`src/rtl/vrseq_pkg.sv`:
```
package vrseq_pkg;

    typedef enum logic [2:0] {
        ST_IDLE,
        ST_STRAP,
        ST_SOFT,
        ST_QUAL,
        ST_TRACK
    } seq_state_e;

    typedef enum logic {
        RAMP_SOFT,
        RAMP_TRACK
    } ramp_mode_e;

    typedef struct packed {
        logic       ramp_clr;
        logic       ramp_run;
        ramp_mode_e ramp_mode;
        logic       strap_run;
        logic       elapsed_clr;
        logic       elapsed_run;
        logic       qual_run;
    } seq_ctl_t;

    localparam int unsigned SOFT_STEP  = 1;
    localparam int unsigned TRACK_STEP = 2;

    // Move cur toward tgt by at most step, never past tgt.
    function automatic int unsigned approach(int unsigned cur,
                                             int unsigned tgt,
                                             int unsigned step);
        if (cur < tgt) begin
            return ((tgt - cur) > step) ? cur + step : tgt;
        end
        if (cur > tgt) begin
            return ((cur - tgt) > step) ? cur - step : tgt;
        end
        return cur;
    endfunction

endpackage

```
`src/rtl/vrseq_tick_cnt.sv`:
```
module vrseq_tick_cnt #(
    parameter int unsigned LIMIT = 120
) (
    input  logic clk,
    input  logic rst,
    input  logic clr,
    input  logic run,
    input  logic tick,
    output logic done
);
    localparam int unsigned CW = $clog2(LIMIT + 1);

    logic [CW-1:0] cnt_q;

    assign done = (cnt_q == CW'(LIMIT));

    always_ff @(posedge clk) begin
        if (rst || clr) begin
            cnt_q <= '0;
        end else if (run && tick && !done) begin
            cnt_q <= cnt_q + CW'(1);
        end
    end
endmodule

```
`src/rtl/vrseq_qual.sv`:
```
module vrseq_qual #(
    parameter int unsigned QUAL_CYCLES = 13
) (
    input  logic clk,
    input  logic rst,
    input  logic run,
    input  logic pwm_pulse,
    input  logic in_window,
    output logic pass
);
    localparam int unsigned QW = $clog2(QUAL_CYCLES + 1);

    logic [QW-1:0] run_q;

    assign pass = (run_q == QW'(QUAL_CYCLES));

    always_ff @(posedge clk) begin
        if (rst || !run) begin
            run_q <= '0;
        end else if (pwm_pulse) begin
            if (!in_window) begin
                run_q <= '0;
            end else if (!pass) begin
                run_q <= run_q + QW'(1);
            end
        end
    end
endmodule

```
`src/rtl/vrseq_ramp.sv`:
```
module vrseq_ramp
    import vrseq_pkg::*;
#(
    parameter int unsigned DAC_W     = 10,
    parameter int unsigned BOOT_CODE = 440
) (
    input  logic             clk,
    input  logic             rst,
    input  logic             clr,
    input  logic             run,
    input  ramp_mode_e       mode,
    input  logic             tick,
    input  logic [DAC_W-1:0] target,
    output logic [DAC_W-1:0] code
);
    int unsigned goal;
    int unsigned step;
    int unsigned nxt;

    always_comb begin
        if (mode == RAMP_SOFT) begin
            goal = BOOT_CODE;
            step = SOFT_STEP;
        end else begin
            goal = 32'(target);
            step = TRACK_STEP;
        end
        nxt = approach(32'(code), goal, step);
    end

    always_ff @(posedge clk) begin
        if (rst || clr) begin
            code <= '0;
        end else if (run && tick) begin
            code <= DAC_W'(nxt);
        end
    end
endmodule

```
`src/rtl/vr_startup_seq.sv`:
```
module vr_startup_seq
    import vrseq_pkg::*;
#(
    parameter int unsigned DAC_W       = 10,
    parameter int unsigned BOOT_CODE   = 440,
    parameter int unsigned QUAL_CYCLES = 13,
    parameter int unsigned STRAP_TICKS = 120,
    parameter int unsigned PGOOD_TICKS = 7000
) (
    input  logic             clk,
    input  logic             rst,
    input  logic             por_good,
    input  logic             en,
    input  logic             en_strap,
    input  logic             us_tick,
    input  logic             pwm_pulse,
    input  logic             in_window,
    input  logic [DAC_W-1:0] vid_code,
    output logic [DAC_W-1:0] dac_code,
    output logic             clk_en_n,
    output logic             pgood
);
    seq_state_e st_q, st_d;
    seq_ctl_t   ctl;
    logic       abort;
    logic       strap_done;
    logic       elapsed_done;
    logic       qual_pass;
    logic       at_boot;

    assign abort   = !por_good || (!en_strap && !en);
    assign at_boot = (dac_code == DAC_W'(BOOT_CODE));

    always_comb begin
        st_d = st_q;
        unique case (st_q)
            ST_IDLE: begin
                if (por_good && en_strap) begin
                    st_d = ST_STRAP;
                end else if (por_good && en) begin
                    st_d = ST_SOFT;
                end
            end
            ST_STRAP: if (strap_done) st_d = ST_SOFT;
            ST_SOFT:  if (at_boot)    st_d = ST_QUAL;
            ST_QUAL:  if (qual_pass)  st_d = ST_TRACK;
            ST_TRACK: st_d = ST_TRACK;
            default:  st_d = ST_IDLE;
        endcase
        if (abort) begin
            st_d = ST_IDLE;
        end
    end

    always_ff @(posedge clk) begin
        if (rst) begin
            st_q <= ST_IDLE;
        end else begin
            st_q <= st_d;
        end
    end

    always_comb begin
        ctl.ramp_clr    = abort || (st_q == ST_IDLE) || (st_q == ST_STRAP);
        ctl.ramp_run    = (st_q == ST_SOFT) || (st_q == ST_TRACK);
        ctl.ramp_mode   = (st_q == ST_TRACK) ? RAMP_TRACK : RAMP_SOFT;
        ctl.strap_run   = (st_q == ST_STRAP) && !abort;
        ctl.elapsed_run = (st_q == ST_SOFT) || (st_q == ST_QUAL) || (st_q == ST_TRACK);
        ctl.elapsed_clr = abort || !ctl.elapsed_run;
        ctl.qual_run    = (st_q == ST_QUAL) && !abort;
    end

    vrseq_tick_cnt #(.LIMIT(STRAP_TICKS)) u_strap_dly (
        .clk  (clk),
        .rst  (rst),
        .clr  (!ctl.strap_run),
        .run  (ctl.strap_run),
        .tick (us_tick),
        .done (strap_done)
    );

    vrseq_tick_cnt #(.LIMIT(PGOOD_TICKS)) u_pgood_dly (
        .clk  (clk),
        .rst  (rst),
        .clr  (ctl.elapsed_clr),
        .run  (ctl.elapsed_run),
        .tick (us_tick),
        .done (elapsed_done)
    );

    vrseq_qual #(.QUAL_CYCLES(QUAL_CYCLES)) u_qual (
        .clk       (clk),
        .rst       (rst),
        .run       (ctl.qual_run),
        .pwm_pulse (pwm_pulse),
        .in_window (in_window),
        .pass      (qual_pass)
    );

    vrseq_ramp #(.DAC_W(DAC_W), .BOOT_CODE(BOOT_CODE)) u_ramp (
        .clk    (clk),
        .rst    (rst),
        .clr    (ctl.ramp_clr),
        .run    (ctl.ramp_run),
        .mode   (ctl.ramp_mode),
        .tick   (us_tick),
        .target (vid_code),
        .code   (dac_code)
    );

    assign clk_en_n = (st_q != ST_TRACK);
    assign pgood    = (st_q == ST_TRACK) && elapsed_done;
endmodule

```
`config.mk`:
```
export PLATFORM = sky130hd
export DESIGN_NAME = vr_startup_seq
export DESIGN_NICKNAME = d
export VERILOG_FILES = /design/src/rtl/vrseq_pkg.sv /design/src/rtl/vrseq_tick_cnt.sv /design/src/rtl/vrseq_qual.sv /design/src/rtl/vrseq_ramp.sv /design/src/rtl/vr_startup_seq.sv
export SDC_FILE = /design/constraint.sdc
export NUM_CORES = 1
export LEC_CHECK = 0
export ABC_AREA = 1
export BUFFER_PORTS_ARGS = -buffer_cell sky130_fd_sc_hd__buf_2
export CORE_ASPECT_RATIO = 0.8
export CORE_MARGIN = 1.5
export CORE_UTILIZATION = 56
export DETAILED_ROUTE_END_ITERATION = 10
export PLACE_DENSITY = 0.75
export RECOVER_POWER = 100
export SLEW_MARGIN = 20
export SYNTH_ARGS = -nofsm -noshare
export SYNTH_HDL_FRONTEND = slang
export SYNTH_SLANG_ARGS = --single-unit
export TNS_END_PERCENT = 30
```
`constraint.sdc`:
```
create_clock -name clk -period 3.4 [get_ports clk]
set_input_delay 0 -clock clk [delete_from_list [all_inputs] [get_ports clk]]
set_output_delay 0 -clock clk [all_outputs]
set_load 0.01 [all_outputs]
```
==> metrics.md, run 1 <==
| Metric | Value |
|---|---|
| Status | `complete, but fails checks` |
| Failing checks | `setup timing` |
| Period utilisation layout | `101%` |
| Initial antenna violation count | `0` |
| Synthesized flop and latch total | `37` |
| Worst EP required | `3.59 ns` |
| Clk buf depth | `2` |
| Worst slew pin tran | `0.879 ns` |
| Maximum VDD drop | `0.000148 V` |
| Starting Density | `58.8%` |
| Slew Limit Headroom | `41.4%` |
| GR Util met3 | `7.34%` |
| Largest cells by area after synthesis | `dfxtp_1 (19%), nand2_1 (15%), ha_1 (11%)` |
| P_int | `597 uW` |
| Post-synth top area cell | `dfxtp_1` |
| M2 GR Usage | `46.0%` |
| Power share of the combinational group | `6.9%` |
| Part of the power in registers | `53.9%` |
| # DRC | `0` |
| Final min period | `3.43 ns` |
| Async SR Flop Fraction | `0%` |
| Area of the multi-input gates | `2790 um^2` |
| Nets | `743` |
| Die Ht | `76.7 um` |
| Crit Path Class | `reg2reg` |
| IO Count | `30` |
| Die area | `7300 um^2` |
| Final WL | `11.6 mm` |
| Final setup violation count | `8` |
| Sequential-to-total area share from yosys stat | `19.5%` |
| Placed Cells incl. Taps | `756` |
| Synth warn | `0` |
| Post-synth EDFFs | `0` |
| Fin worst setup slack | `-0.0322 ns` |
| Vias in the first global route | `3,746` |
| Core area | `6470 um^2` |
| Element type at the critical path end | `flip-flop` |
| CTS tree | `built` |
| PwrDens | `176 nW/um^2` |
| Largest net degree at the start of global routing | `21` |
| Fin. Hold Viols | `0` |
| Post-Syn Area | `3810 um^2` |
| Distinct cells, synth | `39` |
| Clock Pin Slew Worst Setup and Hold Paths | `0.09 ns` |
| Vias | `4,343` |
| Clk pwr share | `39.2%` |
| Antenna Nets Post-Route | `0` |
| Fmax | `0.291 GHz` |
| Post-CTS Hold Buffers | `0` |
| Post-synth top cells | `nand2_1 (148), inv_1 (104), nand3_1 (58), nor2_1 (45), a21oi_1 (43)` |
| Post-Syn Instances | `618` |
| Worst setup SP type | `flip-flop` |
| First-pass GRT wire length | `18.2 mm` |
| GRT Total Usage | `31.9%` |
| Antenna diodes | `0` |
| Avg Synthesized Cell Area | `6.16 um^2` |
| Clk_lat worst skew | `0.30 ns` |
| M1 GR Usage | `47.4%` |
| Clock buffers created by TritonCTS | `5` |
| Chip width | `95.2 um` |
| Unrepaired setup endpoints after global routing | `yes` |
| Clock Sinks | `37` |
| Syn_nets | `673` |
| Sw Pwr | `211 uW` |
| Root buf cell | `clkbuf_8` |
| DP Wirelength | `8.77 mm` |
| Starting DRC count in detailed routing | `314` |
| Drt first pass iters | `5` |
| Routability cong. | `1.01` |
| Crit-path max FO | `6` |
| PortBufs | `29` |
| Filler cell count | `559` |
| Wire length per cell | `15.0 um` |
| HP Class | `in2reg` |
| Arrival @ worst endpoint | `3.63 ns` |
| DP Worst Slack | `-0.265 ns` |
| Sw Ratio | `26.1%` |
| Main synth FF type | `dfxtp_1` |
| Top cell type's share of synthesized area | `19.5%` |
| Area grow syn2layout | `20.4%` |
| Most Crowded Layer GR | `met1` |
| Max cap viols | `0` |
| Layout Cells excl Fill | `773` |
| Vias per cell | `5.62` |
| Max-slew violations | `0` |
| Layout cell share with drive strength beyond 1 | `18.4%` |
| Most common cell in the netlist | `nand2_1` |
| Row cnt | `26` |
| Gr ovfl total | `0` |
| Sequential Area | `744 um^2` |
| P_leak | `2.12 nW` |
| Worst Skew | `0.0111 ns` |
| H-Tree Depth | `2` |
-- power by group through the flow --
| stage | Combinational [mW] | Sequential [mW] | Clock [mW] |
|---|---|---|---|
| after global routing | 0.0611 | 0.436 | 0.340 |
| after CTS | 0.0518 | 0.435 | 0.328 |
| after floorplan | 0.0277 | 0.446 | 0 |
| after detailed placement | 0.0491 | 0.446 | 0 |
| after global placement | 0.0487 | 0.446 | 0 |
| final | 0.0558 | 0.436 | 0.317 |
-- placed cells by master, fill, tap and decap left out, types with 2 or more instances in the layout --
cell type	count
nand2_1	143
inv_1	99
nand3_1	53
a21oi_1	42
nor2_1	37
dfxtp_1	34
buf_4	31
o21ai_0	29
ha_1	28
buf_2	27
nand4_1	24
xor2_1	18
nor3_1	16
clkbuf_1	10
nor2_4	8
nand3_2	8
nor2_2	7
inv_2	7
nand2_2	7
o211ai_1	6
clkbuf_8	5
nand2_4	4
fa_1	4
ha_4	3
buf_6	3
dfxtp_2	3
inv_4	2
a31oi_1	2
a21o_1	2
o21bai_1	2
clkinv_1	2
nor3b_1	2
clkinv_2	2
-- metal layers --
layer	up-vias	share of wire [%]
met5	-	0
met4	0	1.6
met3	22	9.8
met2	237	42
met1	1932	46
li1	2152	-
-- layout make-up --
cell class | count | area share [%]
repair buffers | 71 | 9.58
well taps | 84 | 2.29
clock inverters | 3 | 0.382
inverters | 110 | 9.12
clock buffers | 5 | 1.50
multi-input cells | 463 | 60.9
flip-flops and latches | 37 | 16.2
-- per-stage QoR --
step                      TNS (ns)  util, %  power [mW]  hold slack, ns  instance area, um^2
after global routing         -1.93     70.8       0.837          0.0373                 4580
after global placement       -2.63     65.9       0.494           0.333                 4260
final                       -0.122     70.8       0.808          0.0397                 4580
after floorplan                  0        -       0.474           0.210                 3810
after CTS                        0     68.4       0.815          0.0357                 4430
after detailed placement     -2.38     65.9       0.495           0.348                 4260
-- cells by family after synthesis --
logic type      synth area share [%]
xor+xnor                        4.37
simple gates                    37.9
fa+ha+maj                       13.1
buf+inv                         12.3
flops                           19.5
compound gates                  12.9
-- final timing paths --
check	slack (ns)	to	start	cells past startpoint
hold reg to reg	0.49	u_strap_dly.cnt_q[6]	u_strap_dly.cnt_q[6]	2
setup / recovery	-0.03	u_ramp.code[4]	st_q[0]	24
hold / removal	0.04	u_qual.run_q[1]	pwm_pulse	4
setup reg to reg	-0.03	u_ramp.code[4]	st_q[0]	24
-- worst max-delay path, cell delays in order (launching register included) --
cell and delay, ns:
dfxtp_2 0.34, nor2_4 0.13, nand2_4 0.15, nor2_4 0.17, inv_2 0.06, ha_4 0.28
buf_6 0.11, nand2_1 0.06, nand2_2 0.10, a21oi_4 0.05, o21ai_4 0.07, a211oi_2 0.11
fa_1 0.52, nand2_1 0.05, nor2_1 0.08, nand2_1 0.07, nor2_2 0.12, nand2_2 0.09
nor2_4 0.23, buf_6 0.16, nand3_1 0.08, nand3_1 0.09, nand2_1 0.07, inv_1 0.06
a21oi_1 0.07
-- sequential cells by signal, indices dropped and copies added (netlist names) --
signal,cells
u_qual.run_q,4
u_pgood_dly.cnt_q,13
st_q,3
u_strap_dly.cnt_q,7
u_ramp.code,10
-- timing repair --
action | in CTS | in global routing
pin swaps | 3 | 14
buffers inserted | 2 | 4
gates resized for setup | 13 | 40
endpoints found under the setup margin | 10 | 10
gates cloned | 1 | 2
Note: power is estimated with default switching activity, not from simulation.
==> run 2, diff against run 1 <==
- CAP_MARGIN: unset -> 25
- clock period: 3.4 -> 2.9 ns (I/O delays scaled with it)
==> run 2 against run 1 <==
  * The run still ends with setup timing left
  * Non-clock buffer count up 42
  * Count of clock-buffer cells in the layout unchanged
  * Global-route usage up 2.1 points
  * Largest power group unchanged
==> metrics.md, run 2 (synthesis results as in run 1) <==
| Metric | Value |
|---|---|
| Status | `complete, but fails checks` |
| Failing checks | `setup timing` |
| IO Count | `30` |
| Clock Pin Slew Worst Setup and Hold Paths | `0.08 ns` |
| Crit path cell chain | `nor2_4 > nand2_8 > buf_8 > nor2_4 > inv_2 > ha_4 > nand2_4 > nor2_4 > nand3_2 > o211ai_1 > a21oi_1 > fa_1 > nand3b_1 > nor2_2 > nand3_2 > nor2_4 > nand3_2 > nand2_1 > nand3_1 > a21oi_1` |
| Tot Pwr | `956 uW` |
| Vias in the first global route | `4,115` |
| Biggest register | `u_pgood_dly.cnt_q` |
| Routability cong. | `0.931` |
| PortBufs | `29` |
| CP max stage cell | `fa_1` |
| Fin. Hold Viols | `0` |
| Chip width | `95.2 um` |
| Starting Density | `58.8%` |
| Element type at the critical path end | `flip-flop` |
| Layout cell share with drive strength beyond 1 | `23.8%` |
| Fin worst setup slack | `-0.444 ns` |
| Placed Cells incl. Taps | `795` |
| Commonest non-fill, non-tap cell in the layout | `nand2_1` |
| Arrival @ worst endpoint | `3.58 ns` |
| Maximum VDD drop | `0.000176 V` |
| Setup TNS | `-4.07 ns` |
| WP buf/inv | `2` |
| WHS Endpoint | `u_qual.run_q[1]` |
| Vias per cell | `5.65` |
| P_leak | `2.34 nW` |
| Clk_lat worst skew | `0.31 ns` |
| Antenna Nets Post-Route | `0` |
| Critical Path Most Common Cell | `nor2_4` |
| Area of the multi-input gates | `2850 um^2` |
| DP Wirelength | `9.54 mm` |
| Root buf cell | `clkbuf_8` |
| Max-slew violations | `0` |
| Die area | `7300 um^2` |
| Clk buf depth | `2` |
| Period utilisation layout | `115%` |
| Antenna diodes | `0` |
| Unrepaired setup endpoints after global routing | `yes` |
| Vias | `4,600` |
| Flop2flop setup slack | `-0.44 ns` |
| Worst EP required | `3.14 ns` |
| Core area | `6470 um^2` |
| Crit-path max FO | `6` |
| Wire length per cell | `15.5 um` |
| WHS Path Cells | `4` |
| Reg2reg start | `st_q[0]` |
| Most frequent cells in the layout | `nand2_1 (140), inv_1 (99), buf_4 (71)` |
| PwrDens | `193 nW/um^2` |
| R2R cell count | `20` |
| Gr ovfl total | `0` |
| Regs by FF count | `u_pgood_dly.cnt_q x13, u_ramp.code x10, u_strap_dly.cnt_q x7` |
| Critical Path Max Stage Delay | `0.48 ns` |
| Hold_ws | `0.0417 ns` |
| CTS tree | `built` |
| Top delay family on crit path | `simple AND/OR/NAND/NOR gates` |
| Layout Cells excl Fill | `814` |
| DP Area | `4700 um^2` |
| Fmax | `0.299 GHz` |
| Slew Limit Headroom | `42.9%` |
| First-pass GRT wire length | `19.3 mm` |
| Worst setup SP type | `flip-flop` |
| Final core utilization | `76.6%` |
| Area grow syn2layout | `30.3%` |
| Final setup violation count | `10` |
| Min-delay src | `pwm_pulse` |
| Finished Cell Area | `4960 um^2` |
| Crit Path Class | `reg2reg` |
| Drt first pass iters | `5` |
| Worst Skew | `0.0131 ns` |
| Filler cell count | `520` |
| Final min period | `3.34 ns` |
| Worst r2r dst | `u_ramp.code[1]` |
| Final WL | `12.6 mm` |
| Sequential Area | `743 um^2` |
| Clock Sinks | `37` |
| DP Worst Slack | `-0.403 ns` |
| Initial antenna violation count | `0` |
| GRT Total Usage | `34.0%` |
| Max cap viols | `0` |
| HP Class | `in2reg` |
| Max reg flops | `13` |
| # DRC | `0` |
| Row cnt | `26` |
| H-Tree Depth | `2` |
| Die Ht | `76.7 um` |
| Clock buffers created by TritonCTS | `5` |
| Worst slew pin tran | `0.856 ns` |
| Nets | `784` |
| Starting DRC count in detailed routing | `341` |
| Largest net degree at the start of global routing | `21` |
==> run 2: changes by cell type in the layout (fill, tap and decap cells not counted), sizes merged <==
cell / change
nand3: +1
buf: +43
nand2: -2
clkbuf: -1
==> run 2: worst reg2reg max path, delay by kind of cell (launching register included) <==
kind,cells,cell delay [ns]
AND/OR/NAND/NOR,13,1.64
adder cells (fa/ha/maj),2,0.76
flip-flops,1,0.34
AO/OA/AOI/OAI,3,0.32
buffers and inverters,2,0.23
==> run 2: worst max path at each step <==
stage	start	end	slack (ns)	depth (start not counted)
after global placement	st_q[1]	u_ramp.code[8]	-0.41	21
final	st_q[0]	u_ramp.code[1]	-0.44	20
after floorplan	st_q[1]	u_ramp.code[1]	-0.16	24
after CTS	st_q[1]	u_ramp.code[8]	-0.29	21
after detailed placement	st_q[1]	u_ramp.code[1]	-0.40	20
after global routing	st_q[0]	u_ramp.code[6]	-0.54	23
==> run 2: what timing repair did <==
item	4_1_cts	5_1_grt
buffers inserted	0	8
gates cloned	0	3
setup endpoints to repair	10	10
pin swaps	1	12
resized for setup	6	25
hold buffers	0	0
==> run 2: where the power goes <==
part           internal [mW]  leakage (nW)  total (mW)  switching [mW]
clock                  0.166        0.0439       0.375           0.209
combinational         0.0262          2.00      0.0694          0.0432
sequential             0.509         0.299       0.511         0.00146
==> run 2: final cells by class <==
type,count,share of cell area [%]
Sequential cell,37,15.0
Clock buffer,5,1.39
Tap cell,84,2.12
Clock inverter,3,0.353
Multi-Input combinational cell,462,57.4
Timing Repair Buffer,113,15.3
Inverter,110,8.43
==> run 2: per-layer routing <==
metal | part of all wire (%) | track usage (%) | vias up
met5 | 0 | 0 | -
met4 | 2.0 | 9.55 | 0
met3 | 9.0 | 8.04 | 37
met2 | 43 | 48.3 | 232
met1 | 46 | 50.2 | 2095
li1 | - | - | 2236
